[src/rtl/dis_pkg.sv]
package dis_pkg;

  localparam int BYTE_W    = 8;
  localparam int VAL_W     = 16;
  localparam int ROM_DEPTH = 38;
  localparam int ROM_AW    = $clog2(ROM_DEPTH);

  typedef enum logic [1:0] {
    K_CMD  = 2'd0,
    K_DAT  = 2'd1,
    K_WAIT = 2'd2,
    K_END  = 2'd3
  } kind_e;

  typedef struct packed {
    kind_e            kind;
    logic [VAL_W-1:0] val;
  } entry_t;

  typedef enum logic [2:0] {
    S_IDLE,
    S_LOAD,
    S_EXEC,
    S_WAIT,
    S_DONE
  } seq_state_e;

  function automatic entry_t mk(kind_e k, int v);
    entry_t e;
    e.kind = k;
    e.val  = VAL_W'(v);
    return e;
  endfunction

  // gamma curve values, positive polarity
  function automatic logic [BYTE_W-1:0] gamma_val(int i);
    case (i)
      0:  return 8'h20;
      1:  return 8'h21;
      2:  return 8'h22;
      3:  return 8'h0B;
      4:  return 8'h04;
      5:  return 8'h17;
      6:  return 8'h0C;
      7:  return 8'h0D;
      8:  return 8'h00;
      9:  return 8'h04;
      10: return 8'h03;
      11: return 8'h06;
      12: return 8'h0D;
      13: return 8'h24;
      14: return 8'h21;
      default: return 8'h1A;
    endcase
  endfunction

  function automatic entry_t prog_entry(int idx);
    if (idx >= 17 && idx <= 32) return mk(K_DAT, int'(gamma_val(idx - 17)));
    case (idx)
      // unlock: FF00h <= 80 09 01
      0:  return mk(K_CMD, 8'h00);
      1:  return mk(K_DAT, 8'h00);
      2:  return mk(K_CMD, 8'hFF);
      3:  return mk(K_DAT, 8'h80);
      4:  return mk(K_DAT, 8'h09);
      5:  return mk(K_DAT, 8'h01);
      // unlock: FF80h <= 80 09
      6:  return mk(K_CMD, 8'h00);
      7:  return mk(K_DAT, 8'h80);
      8:  return mk(K_CMD, 8'hFF);
      9:  return mk(K_DAT, 8'h80);
      10: return mk(K_DAT, 8'h09);
      // inversion for normally-white cell
      11: return mk(K_CMD, 8'h00);
      12: return mk(K_DAT, 8'h00);
      13: return mk(K_CMD, 8'h21);
      // gamma burst base E100h
      14: return mk(K_CMD, 8'h00);
      15: return mk(K_DAT, 8'h00);
      16: return mk(K_CMD, 8'hE1);
      // power-up tail
      33: return mk(K_WAIT, 50);
      34: return mk(K_CMD, 8'h11);
      35: return mk(K_WAIT, 150);
      36: return mk(K_CMD, 8'h29);
      default: return mk(K_END, 0);
    endcase
  endfunction

endpackage

[src/rtl/dis_rom.sv]
module dis_rom
  import dis_pkg::*;
#(
  parameter int DEPTH = ROM_DEPTH,
  parameter int AW    = ROM_AW
) (
  input  logic          clk,
  input  logic [AW-1:0] i_addr,
  output entry_t        o_q
);

  // synchronous read so the table maps onto a block RAM
  always_ff @(posedge clk) begin
    if (int'(i_addr) < DEPTH) o_q <= prog_entry(int'(i_addr));
    else                      o_q <= mk(K_END, 0);
  end

endmodule

[src/rtl/dis_wait_timer.sv]
module dis_wait_timer #(
  parameter int MS_W       = 16,
  parameter int CYC_PER_MS = 100000
) (
  input  logic            clk,
  input  logic            rst,
  input  logic            i_start,
  input  logic [MS_W-1:0] i_ms,
  output logic            o_busy
);

  localparam int CW = $clog2(CYC_PER_MS + 1);

  logic [MS_W-1:0] ms_left;
  logic [CW-1:0]   cyc_left;

  always_ff @(posedge clk) begin
    if (rst) begin
      ms_left  <= '0;
      cyc_left <= '0;
      o_busy   <= 1'b0;
    end else if (i_start) begin
      ms_left  <= i_ms;
      cyc_left <= CW'(CYC_PER_MS - 1);
      o_busy   <= (i_ms != '0);
    end else if (o_busy) begin
      if (cyc_left == '0) begin
        if (ms_left == MS_W'(1)) begin
          o_busy <= 1'b0;
        end else begin
          ms_left  <= ms_left - MS_W'(1);
          cyc_left <= CW'(CYC_PER_MS - 1);
        end
      end else begin
        cyc_left <= cyc_left - CW'(1);
      end
    end
  end

  AST_TMR_START_IDLE: assert property (@(posedge clk) disable iff (rst)
    i_start |-> !o_busy);

endmodule

[src/rtl/dis_byte_out.sv]
module dis_byte_out #(
  parameter int W = 8
) (
  input  logic         clk,
  input  logic         rst,
  input  logic         i_load,
  input  logic [W-1:0] i_byte,
  input  logic         i_is_data,
  input  logic         i_ready,
  output logic         o_valid,
  output logic [W-1:0] o_byte,
  output logic         o_is_data,
  output logic         o_free
);

  assign o_free = !o_valid || i_ready;

  always_ff @(posedge clk) begin
    if (rst) begin
      o_valid   <= 1'b0;
      o_byte    <= '0;
      o_is_data <= 1'b0;
    end else if (i_load) begin
      o_valid   <= 1'b1;
      o_byte    <= i_byte;
      o_is_data <= i_is_data;
    end else if (i_ready) begin
      o_valid   <= 1'b0;
    end
  end

  AST_HOLD_STABLE: assert property (@(posedge clk) disable iff (rst)
    (o_valid && !i_ready) |=> (o_valid && $stable(o_byte) && $stable(o_is_data)));

  AST_LOAD_ONLY_FREE: assert property (@(posedge clk) disable iff (rst)
    i_load |-> (!o_valid || i_ready));

endmodule

[src/rtl/disp_init_seq.sv]
module disp_init_seq
  import dis_pkg::*;
#(
  parameter int CLK_MHZ    = 100,
  parameter int CYC_PER_MS = CLK_MHZ * 1000
) (
  input  logic              clk,
  input  logic              rst,
  input  logic              i_start,
  input  logic              i_ready,
  output logic              o_valid,
  output logic [BYTE_W-1:0] o_byte,
  output logic              o_is_data,
  output logic              o_done
);

  localparam int AW = ROM_AW;

  seq_state_e  st;
  logic [AW-1:0] ptr;
  entry_t      rom_q;
  logic        slot_free;
  logic        tmr_busy;
  logic        emit;
  logic        tmr_go;
  logic        is_byte;

  dis_rom #(.DEPTH(ROM_DEPTH), .AW(AW)) i_rom (
    .clk    (clk),
    .i_addr (ptr),
    .o_q    (rom_q)
  );

  dis_wait_timer #(.MS_W(VAL_W), .CYC_PER_MS(CYC_PER_MS)) i_tmr (
    .clk     (clk),
    .rst     (rst),
    .i_start (tmr_go),
    .i_ms    (rom_q.val),
    .o_busy  (tmr_busy)
  );

  dis_byte_out #(.W(BYTE_W)) i_out (
    .clk       (clk),
    .rst       (rst),
    .i_load    (emit),
    .i_byte    (rom_q.val[BYTE_W-1:0]),
    .i_is_data (rom_q.kind == K_DAT),
    .i_ready   (i_ready),
    .o_valid   (o_valid),
    .o_byte    (o_byte),
    .o_is_data (o_is_data),
    .o_free    (slot_free)
  );

  assign is_byte = (rom_q.kind == K_CMD) || (rom_q.kind == K_DAT);
  assign emit    = (st == S_EXEC) && is_byte && slot_free;
  // waits start only once every earlier byte has been taken
  assign tmr_go  = (st == S_EXEC) && (rom_q.kind == K_WAIT) && !o_valid;

  always_ff @(posedge clk) begin
    if (rst) begin
      st     <= S_IDLE;
      ptr    <= '0;
      o_done <= 1'b0;
    end else begin
      case (st)
        S_IDLE: if (i_start) st <= S_LOAD;
        S_LOAD: st <= S_EXEC;
        S_EXEC: begin
          if (emit || tmr_go) begin
            ptr <= ptr + AW'(1);
            st  <= emit ? S_LOAD : S_WAIT;
          end else if (rom_q.kind == K_END && !o_valid) begin
            st     <= S_DONE;
            o_done <= 1'b1;
          end
        end
        S_WAIT: if (!tmr_busy) st <= S_LOAD;
        default: st <= S_DONE;
      endcase
    end
  end

  AST_IDLE_QUIET: assert property (@(posedge clk) disable iff (rst)
    (st == S_IDLE) |-> (!o_valid && !o_done));

  AST_WAIT_SILENT: assert property (@(posedge clk) disable iff (rst)
    tmr_busy |-> !o_valid);

  AST_PTR_STEP: assert property (@(posedge clk) disable iff (rst)
    (ptr != $past(ptr)) |-> (ptr == $past(ptr) + AW'(1)));

  AST_DONE_STICKY: assert property (@(posedge clk) disable iff (rst)
    o_done |=> o_done);

  AST_DONE_NO_BYTE: assert property (@(posedge clk) disable iff (rst)
    o_done |-> !o_valid);

endmodule

[config.mk]
export PLATFORM = sky130hd
export DESIGN_NAME = disp_init_seq
export DESIGN_NICKNAME = d
export VERILOG_FILES = /design/src/rtl/dis_pkg.sv /design/src/rtl/dis_rom.sv /design/src/rtl/dis_wait_timer.sv /design/src/rtl/dis_byte_out.sv /design/src/rtl/disp_init_seq.sv
export SDC_FILE = /design/constraint.sdc
export NUM_CORES = 1
export LEC_CHECK = 0
export ABC_AREA = 1
export BUFFER_PORTS_ARGS = -buffer_cell sky130_fd_sc_hd__buf_2
export CORE_MARGIN = 2
export CORE_UTILIZATION = 35
export CTS_BUF_LIST = sky130_fd_sc_hd__clkbuf_2 sky130_fd_sc_hd__clkbuf_4 sky130_fd_sc_hd__clkbuf_8
export DETAILED_ROUTE_END_ITERATION = 6
export PLACE_DENSITY = 0.52
export SLEW_MARGIN = 10
export SYNTH_ARGS = -nofsm -noshare
export SYNTH_HDL_FRONTEND = slang
export SYNTH_SLANG_ARGS = --single-unit
[constraint.sdc]
create_clock -name clk -period 5.4 [get_ports clk]
set_input_delay 0.27 -clock clk [delete_from_list [all_inputs] [get_ports clk]]
set_output_delay 0.27 -clock clk [all_outputs]
set_load 0.01 [all_outputs]
# ---- Word level (Yosys, flattened, before mapping)
# Memories as Yosys holds them, arrays and structs flattened. A register that Yosys moved wholly into a read port is not among the register bits.
# Index checks and enable logic that the tools add are counted.
dict set report word_totals {
  register_bits 72
  romBits 736
  in_bits 4
  output_inout_bits 11
  word_cells 87
  mem_count 2
}
dict set report op_classes {
  n_addsub 4
  magnitude_cmp 3
  eq_ne 13
  mux 27
  bitwise_logic 1
  reduce_logical 25
}
# memory depth word_bits rd rd_clocked_by_memory_dff wr line
set mem_list {}
lappend mem_list {{(name not given)} 64 10 1 1 0 dis_pkg.sv:59} ;# case (idx)
lappend mem_list {{(name not given)} 16 6 1 0 0 dis_pkg.sv:37} ;# case (i)
# operator count
set ops {}
lappend ops {{17-bit two-way mux} 4}
lappend ops {{16-bit two-way mux} 4}
lappend ops {{18-bit two-way mux} 2}
lappend ops {{28-bit logical NOT} 1}
lappend ops {{17-bit logical NOT} 1}
lappend ops {{17-bit by 1-bit subtractor with 17-bit output (second input constant)} 1}
lappend ops {{16-bit by 1-bit equality test with 1-bit output (second input constant)} 1}
lappend ops {{16-bit nonzero test} 1}
lappend ops {{16-bit by 1-bit subtractor with 16-bit output (second input constant)} 1}
lappend ops {{3-bit two-way mux} 4}
lappend ops {{6-bit two-way mux} 2}
lappend ops {{3-bit one-hot mux with 4 select lines} 1}
lappend ops {{3-bit AND reduction} 3}
lappend ops {{1-bit two-way mux} 8}
lappend ops {{8-bit two-way mux} 1}
lappend ops {{2-bit inequality test (second input constant)} 4}
lappend ops {{6-bit by 5-bit subtractor with 7-bit output (second input constant)} 1}
lappend ops {{6-bit by 1-bit adder with 6-bit output (second input constant)} 1}
lappend ops {{3-bit by 2-bit equality test with 1-bit output (second input constant)} 2}
lappend ops {{6-bit by 5-bit greater-or-equal comparator with 1-bit output (second input constant)} 1}
lappend ops {{6-bit less-or-equal comparator (second input constant)} 1}
lappend ops {{1-bit logical AND} 6}
lappend ops {{6-bit < comparator (second input constant)} 1}
lappend ops {{2-bit AND reduction} 3}
lappend ops {{13 further kinds} 18}

# ---- Longest topological paths before layout
dict set report depth {
  word_depth 8
  ltp_mapped 16
  ltp_nobuf 16
}

# ---- Cells and area by module
# Synthesis repeated with hierarchy kept, for this count alone.
dict set report unflattened {
  hier_cells 730
  hier_area_um2 4626.9
}
# mod instances cells_each area_per_inst_um2 seq_area_each_um2
set modules_own_cells {}
lappend modules_own_cells {dis_wait_timer 1 409 2506.2 680.7}
lappend modules_own_cells {dis_rom 1 189 1153.6 200.2}
lappend modules_own_cells {disp_init_seq 1 89 614.3 200.2}
lappend modules_own_cells {dis_byte_out 1 43 352.8 200.2}

# ---- Worst setup path before layout
# No wires, ideal clock.
dict set report synth_path {
  path_type {register to register}
  start {register ptr[0]}
  end {register with a tool-made name}
  setup_ns 0.115
  t_arrival_ns 1.804
  t_required_ns 5.285
  slack_ns 3.482
  path_stages_with_launch 13
  n_path_buf 0
  period_less_slack_ns 1.918
  cell_sequence {dfxtp_1 inv_1 ha_1 nand2_1 nand2_1 nand2_2 ha_1 inv_1 nand4_1 nand3_1 o21ai_0 nor2_1 nor2_1}
}
# item line
set synth_rtl {}
lappend synth_rtl {{from (decl)} disp_init_seq.sv:20} ;# logic [AW-1:0] ptr;
lappend synth_rtl {{from (signal assigned)} disp_init_seq.sv:71} ;# ptr <= ptr + AW'(1);

==> summary.md <==
| Metric | Value |
|---|---|
| Worst Path Buf+Inv | `1` |
| Sequential cell area fraction in the yosys report | `34.20%` |
| Critical path type | `flip-flop to flip-flop` |
| Design area | `approximately 0.0047 sq mm` |
| Max-Cap Viols | `0` |
| WP data required | `roughly 5.7 ns` |
| Total CTS buffers | `9` |
| R2r setup slk | `between 3 and 4 ns` |
| Startpoint type of the worst setup path | `flip-flop` |
| Clock Skew | `between 0.009 and 0.01 ns` |
| Syn_area_per_cell | `7.089 sq um` |
| Status | `complete, no violations` |
| Worst-path fanout max | `14` |
| Final Net Count | `between 600 and 700` |
| Post-layout min period | `2.319 ns` |
| Maximum vdd drop | `167.8 uV` |
| DRT Wirelength | `approximately 10000 microns` |
| # rows | `40` |
| First-pass GRT wire length | `between 15000 and 20000 microns` |
| Pwr/cell area | `between 500 and 600 mW/mm^2` |
| Via count | `between 3k and 4k` |
| Overall Power | `between 2000 and 2500 uW` |
| Die X | `115.3 microns` |
| Fin. max-slew vios | `0` |
| Fill cell count | `roughly 1.3k` |
| Fmax | `roughly 430 MHz` |
| Final Non-Filler Cells | `between 700 and 800` |
| Detailed Place HPWL | `7790 microns` |
| Final count of negative-setup-slack endpoints | `0` |
| Max stage delay on crit path | `0.37 ns` |
| Post-CTS Setup Bufs | `0` |
| Total Negative Setup Slacks | `0 ns` |
| Cell family with most CP delay | `simple AND/OR/NAND/NOR gates` |
| I/O Buffers | `14` |
| Final Hold Fails | `0` |
| Crit path DAT | `2.57 ns` |
| Antenna Diode Count | `0` |
| Hold-fix buffer count after cts | `0` |
| DR iter-0 viols | `~230` |
| RSZ-0062 raised after global routing | `no` |
| Post-synth top area share | `between 30% and 40%` |
| Clock slew seen by the registers of the worst setup and hold paths | `roughly 0.080 ns` |
| Area contributors post-synth | `dfxtp_1 34%, nand2_1 11%, nor2_1 7.0%` |
| Share of layout cells above drive strength 1 | `12.16%` |
| CP Depth | `11` |
| Total Routing Usage GR | `17.00%` |
| Die ar. | `between 0.01 and 0.015 sq mm` |
| Clk sink count | `74` |
| Cell taking the most area after synthesis | `dfxtp_1` |
| Hold WC Path Type | `input pin to flip-flop` |
| Initial Util | `35.91%` |
| R2R cell count | `11` |
| Critical-path top delay cell | `dfxtp_1` |
| Gr ovfl total | `0` |
| # IOs | `15` |
| EDFF count, synth | `0` |
| Synth warn | `0` |
| DR DRC count | `0` |
| Post_cts resized | `0` |
| Pin count of the biggest net entering global routing | `29` |
| Vias per Instance | `about 4.9` |
| FFs w/ async S/R, synth | `0%` |
| Post-route setup slack | `between 3 and 4 ns` |
| CORE AREA | `around 0.012 sq mm` |
| Htree depth | `3` |
| Final Wtd Congestion | `between 0.8 and 0.9` |
| Crit. End Element | `flip-flop` |
| Clock Latency Late Sink | `approximately 0.36 ns` |
| Post-DP Area | `approximately 0.0045 sq mm` |
| Area Growth Syn to Fin | `9.186%` |
| Syn Nets | `~630` |
| Pre-antenna DRT Iters | `4` |
| Rel. slew slack | `63.45%` |
| CTS Root Cell | `clkbuf_8` |
| Vias in the first global route | `3819` |
| CTS tree | `built` |
| Crit share post-route | `roughly 43%` |
| Hold Path Stages | `3` |
| Worst Max-Slew Pin Slew | `~0.55 ns` |
| DP Worst Slack | `between 3 and 4 ns` |
| Remaining antenna violation count | `0` |
| Routed len/inst | `13.23 microns` |
| Die H | `115.3 microns` |
| Top FF cell, synth | `dfxtp_1` |
| Pleak | `approximately 0.0022 uW` |
| Placed cell count | `between 700 and 800` |
| Clk buf depth | `2` |
| Initial antenna violation count | `0` |
| Cells after Synth | `between 600 and 700` |
| Yosys cell types | `a little over 50` |
| Post-synthesis register bit count | `74` |
| Post-synthesis cell area | `between 0.004 and 0.005 sq mm` |
| Crit-path cells | `nor2_1 -> nand4_4 -> nand3_1 -> nand3_1 -> ha_1 -> inv_1 -> nand4_1 -> nand3_1 -> o21ai_0 -> nor2_1 -> nor2_1` |
-- cells by family (layout without fill, tap and decap cells) --
| kind of cell | count (synthesis) | count (layout) | share of synthesized area [%] |
|---|---|---|---|
| buffers and inverters | 83 | 97 | 8.232 |
| adder cells (fa/ha/maj) | 17 | 17 | 4.910 |
| AND/OR/NAND/NOR | 320 | 320 | 36.05 |
| AO/OA/AOI/OAI | 98 | 98 | 12.77 |
| XOR/XNOR | 19 | 19 | 3.842 |
| flip-flops | 74 | 74 | 34.20 |
-- cell type report --
cell class | count | area, sq um | share of cell area [%]
Clock buffer | 10 | 131.4 | 2.778
Clock inverter | 5 | 80.08 | 1.693
Inverter | 68 | 262.8 | 5.556
Multi-Input combinational cell | 454 | 2494 | 52.72
Sequential cell | 74 | 1481 | 31.32
Tap cell | 168 | 210.2 | 4.444
Timing Repair Buffer | 14 | 70.07 | 1.481
-- synth_stat cells, types with 5 or more instances --
| master | count |
|---|---|
| inv_1 | 58 |
| nand4_1 | 8 |
| nand3b_1 | 9 |
| a21oi_1 | 38 |
| xor2_1 | 13 |
| inv_2 | 7 |
| dfxtp_1 | 74 |
| xnor2_1 | 6 |
| nor3_1 | 15 |
| nand3_1 | 41 |
| nand2_2 | 7 |
| ha_1 | 17 |
| clkbuf_1 | 6 |
| o21ai_0 | 36 |
| o211ai_1 | 5 |
| nor2_1 | 81 |
| nand2_1 | 129 |
-- final timing paths --
path / start / end
max reg2reg: st[2] / flip-flop
max: st[2] / flip-flop
min: i_start / st[0]
min reg2reg: flip-flop / i_rom.o_q[7]
-- where the power goes --
group | internal (uW) | total, uW | switching [uW]
combinational | 426 | 1230 | 800
clock | 262 | 475 | 213
sequential | 676 | 777 | 100
total | 1360 | 2480 | 1110
-- routing by layer --
metal | track usage, % | part of all wire (%) | vias up
met3 | 4.059 | 3.1 | 30
met5 | 0 | 0 | -
met2 | 29.33 | 49 | 63
li1 | - | - | 2021
met4 | 9.157 | 3.7 | 0
met1 | 19.40 | 44 | 1782
-- through the flow --
step	util [%]	hold slack, ns
after CTS	39.21	0.2405
after global placement	37.46	0.3926
after global routing	39.21	0.2464
final	39.21	0.2302
after floorplan	-	0.3855
after detailed placement	37.46	0.4043
-- layout by cell type (no fill, tap or decap), types with 3 or more instances in the layout --
cell type and instances:
buf_2 14, o21ai_1 3, inv_1 58, nand2_2 7
nand2_1 129, xnor2_1 6, a21oi_1 38, clkbuf_8 9
inv_4 3, nand2_4 4, nand4_1 8, ha_1 17
nand3b_1 9, dfxtp_1 74, nor2_1 81, xor2_1 13
nor2_2 4, nand3_1 41, inv_2 7, nor3_1 15
o21ai_0 36, o211ai_1 5
-- worst min-delay path, delay by kind of cell --
kind	cells	cell delay, ns
AOI/OAI and AO/OA	1	0.07
buffers and inverters	1	0.09
and+or+nand+nor	1	0.11
(Power assumes the default switching activity.)
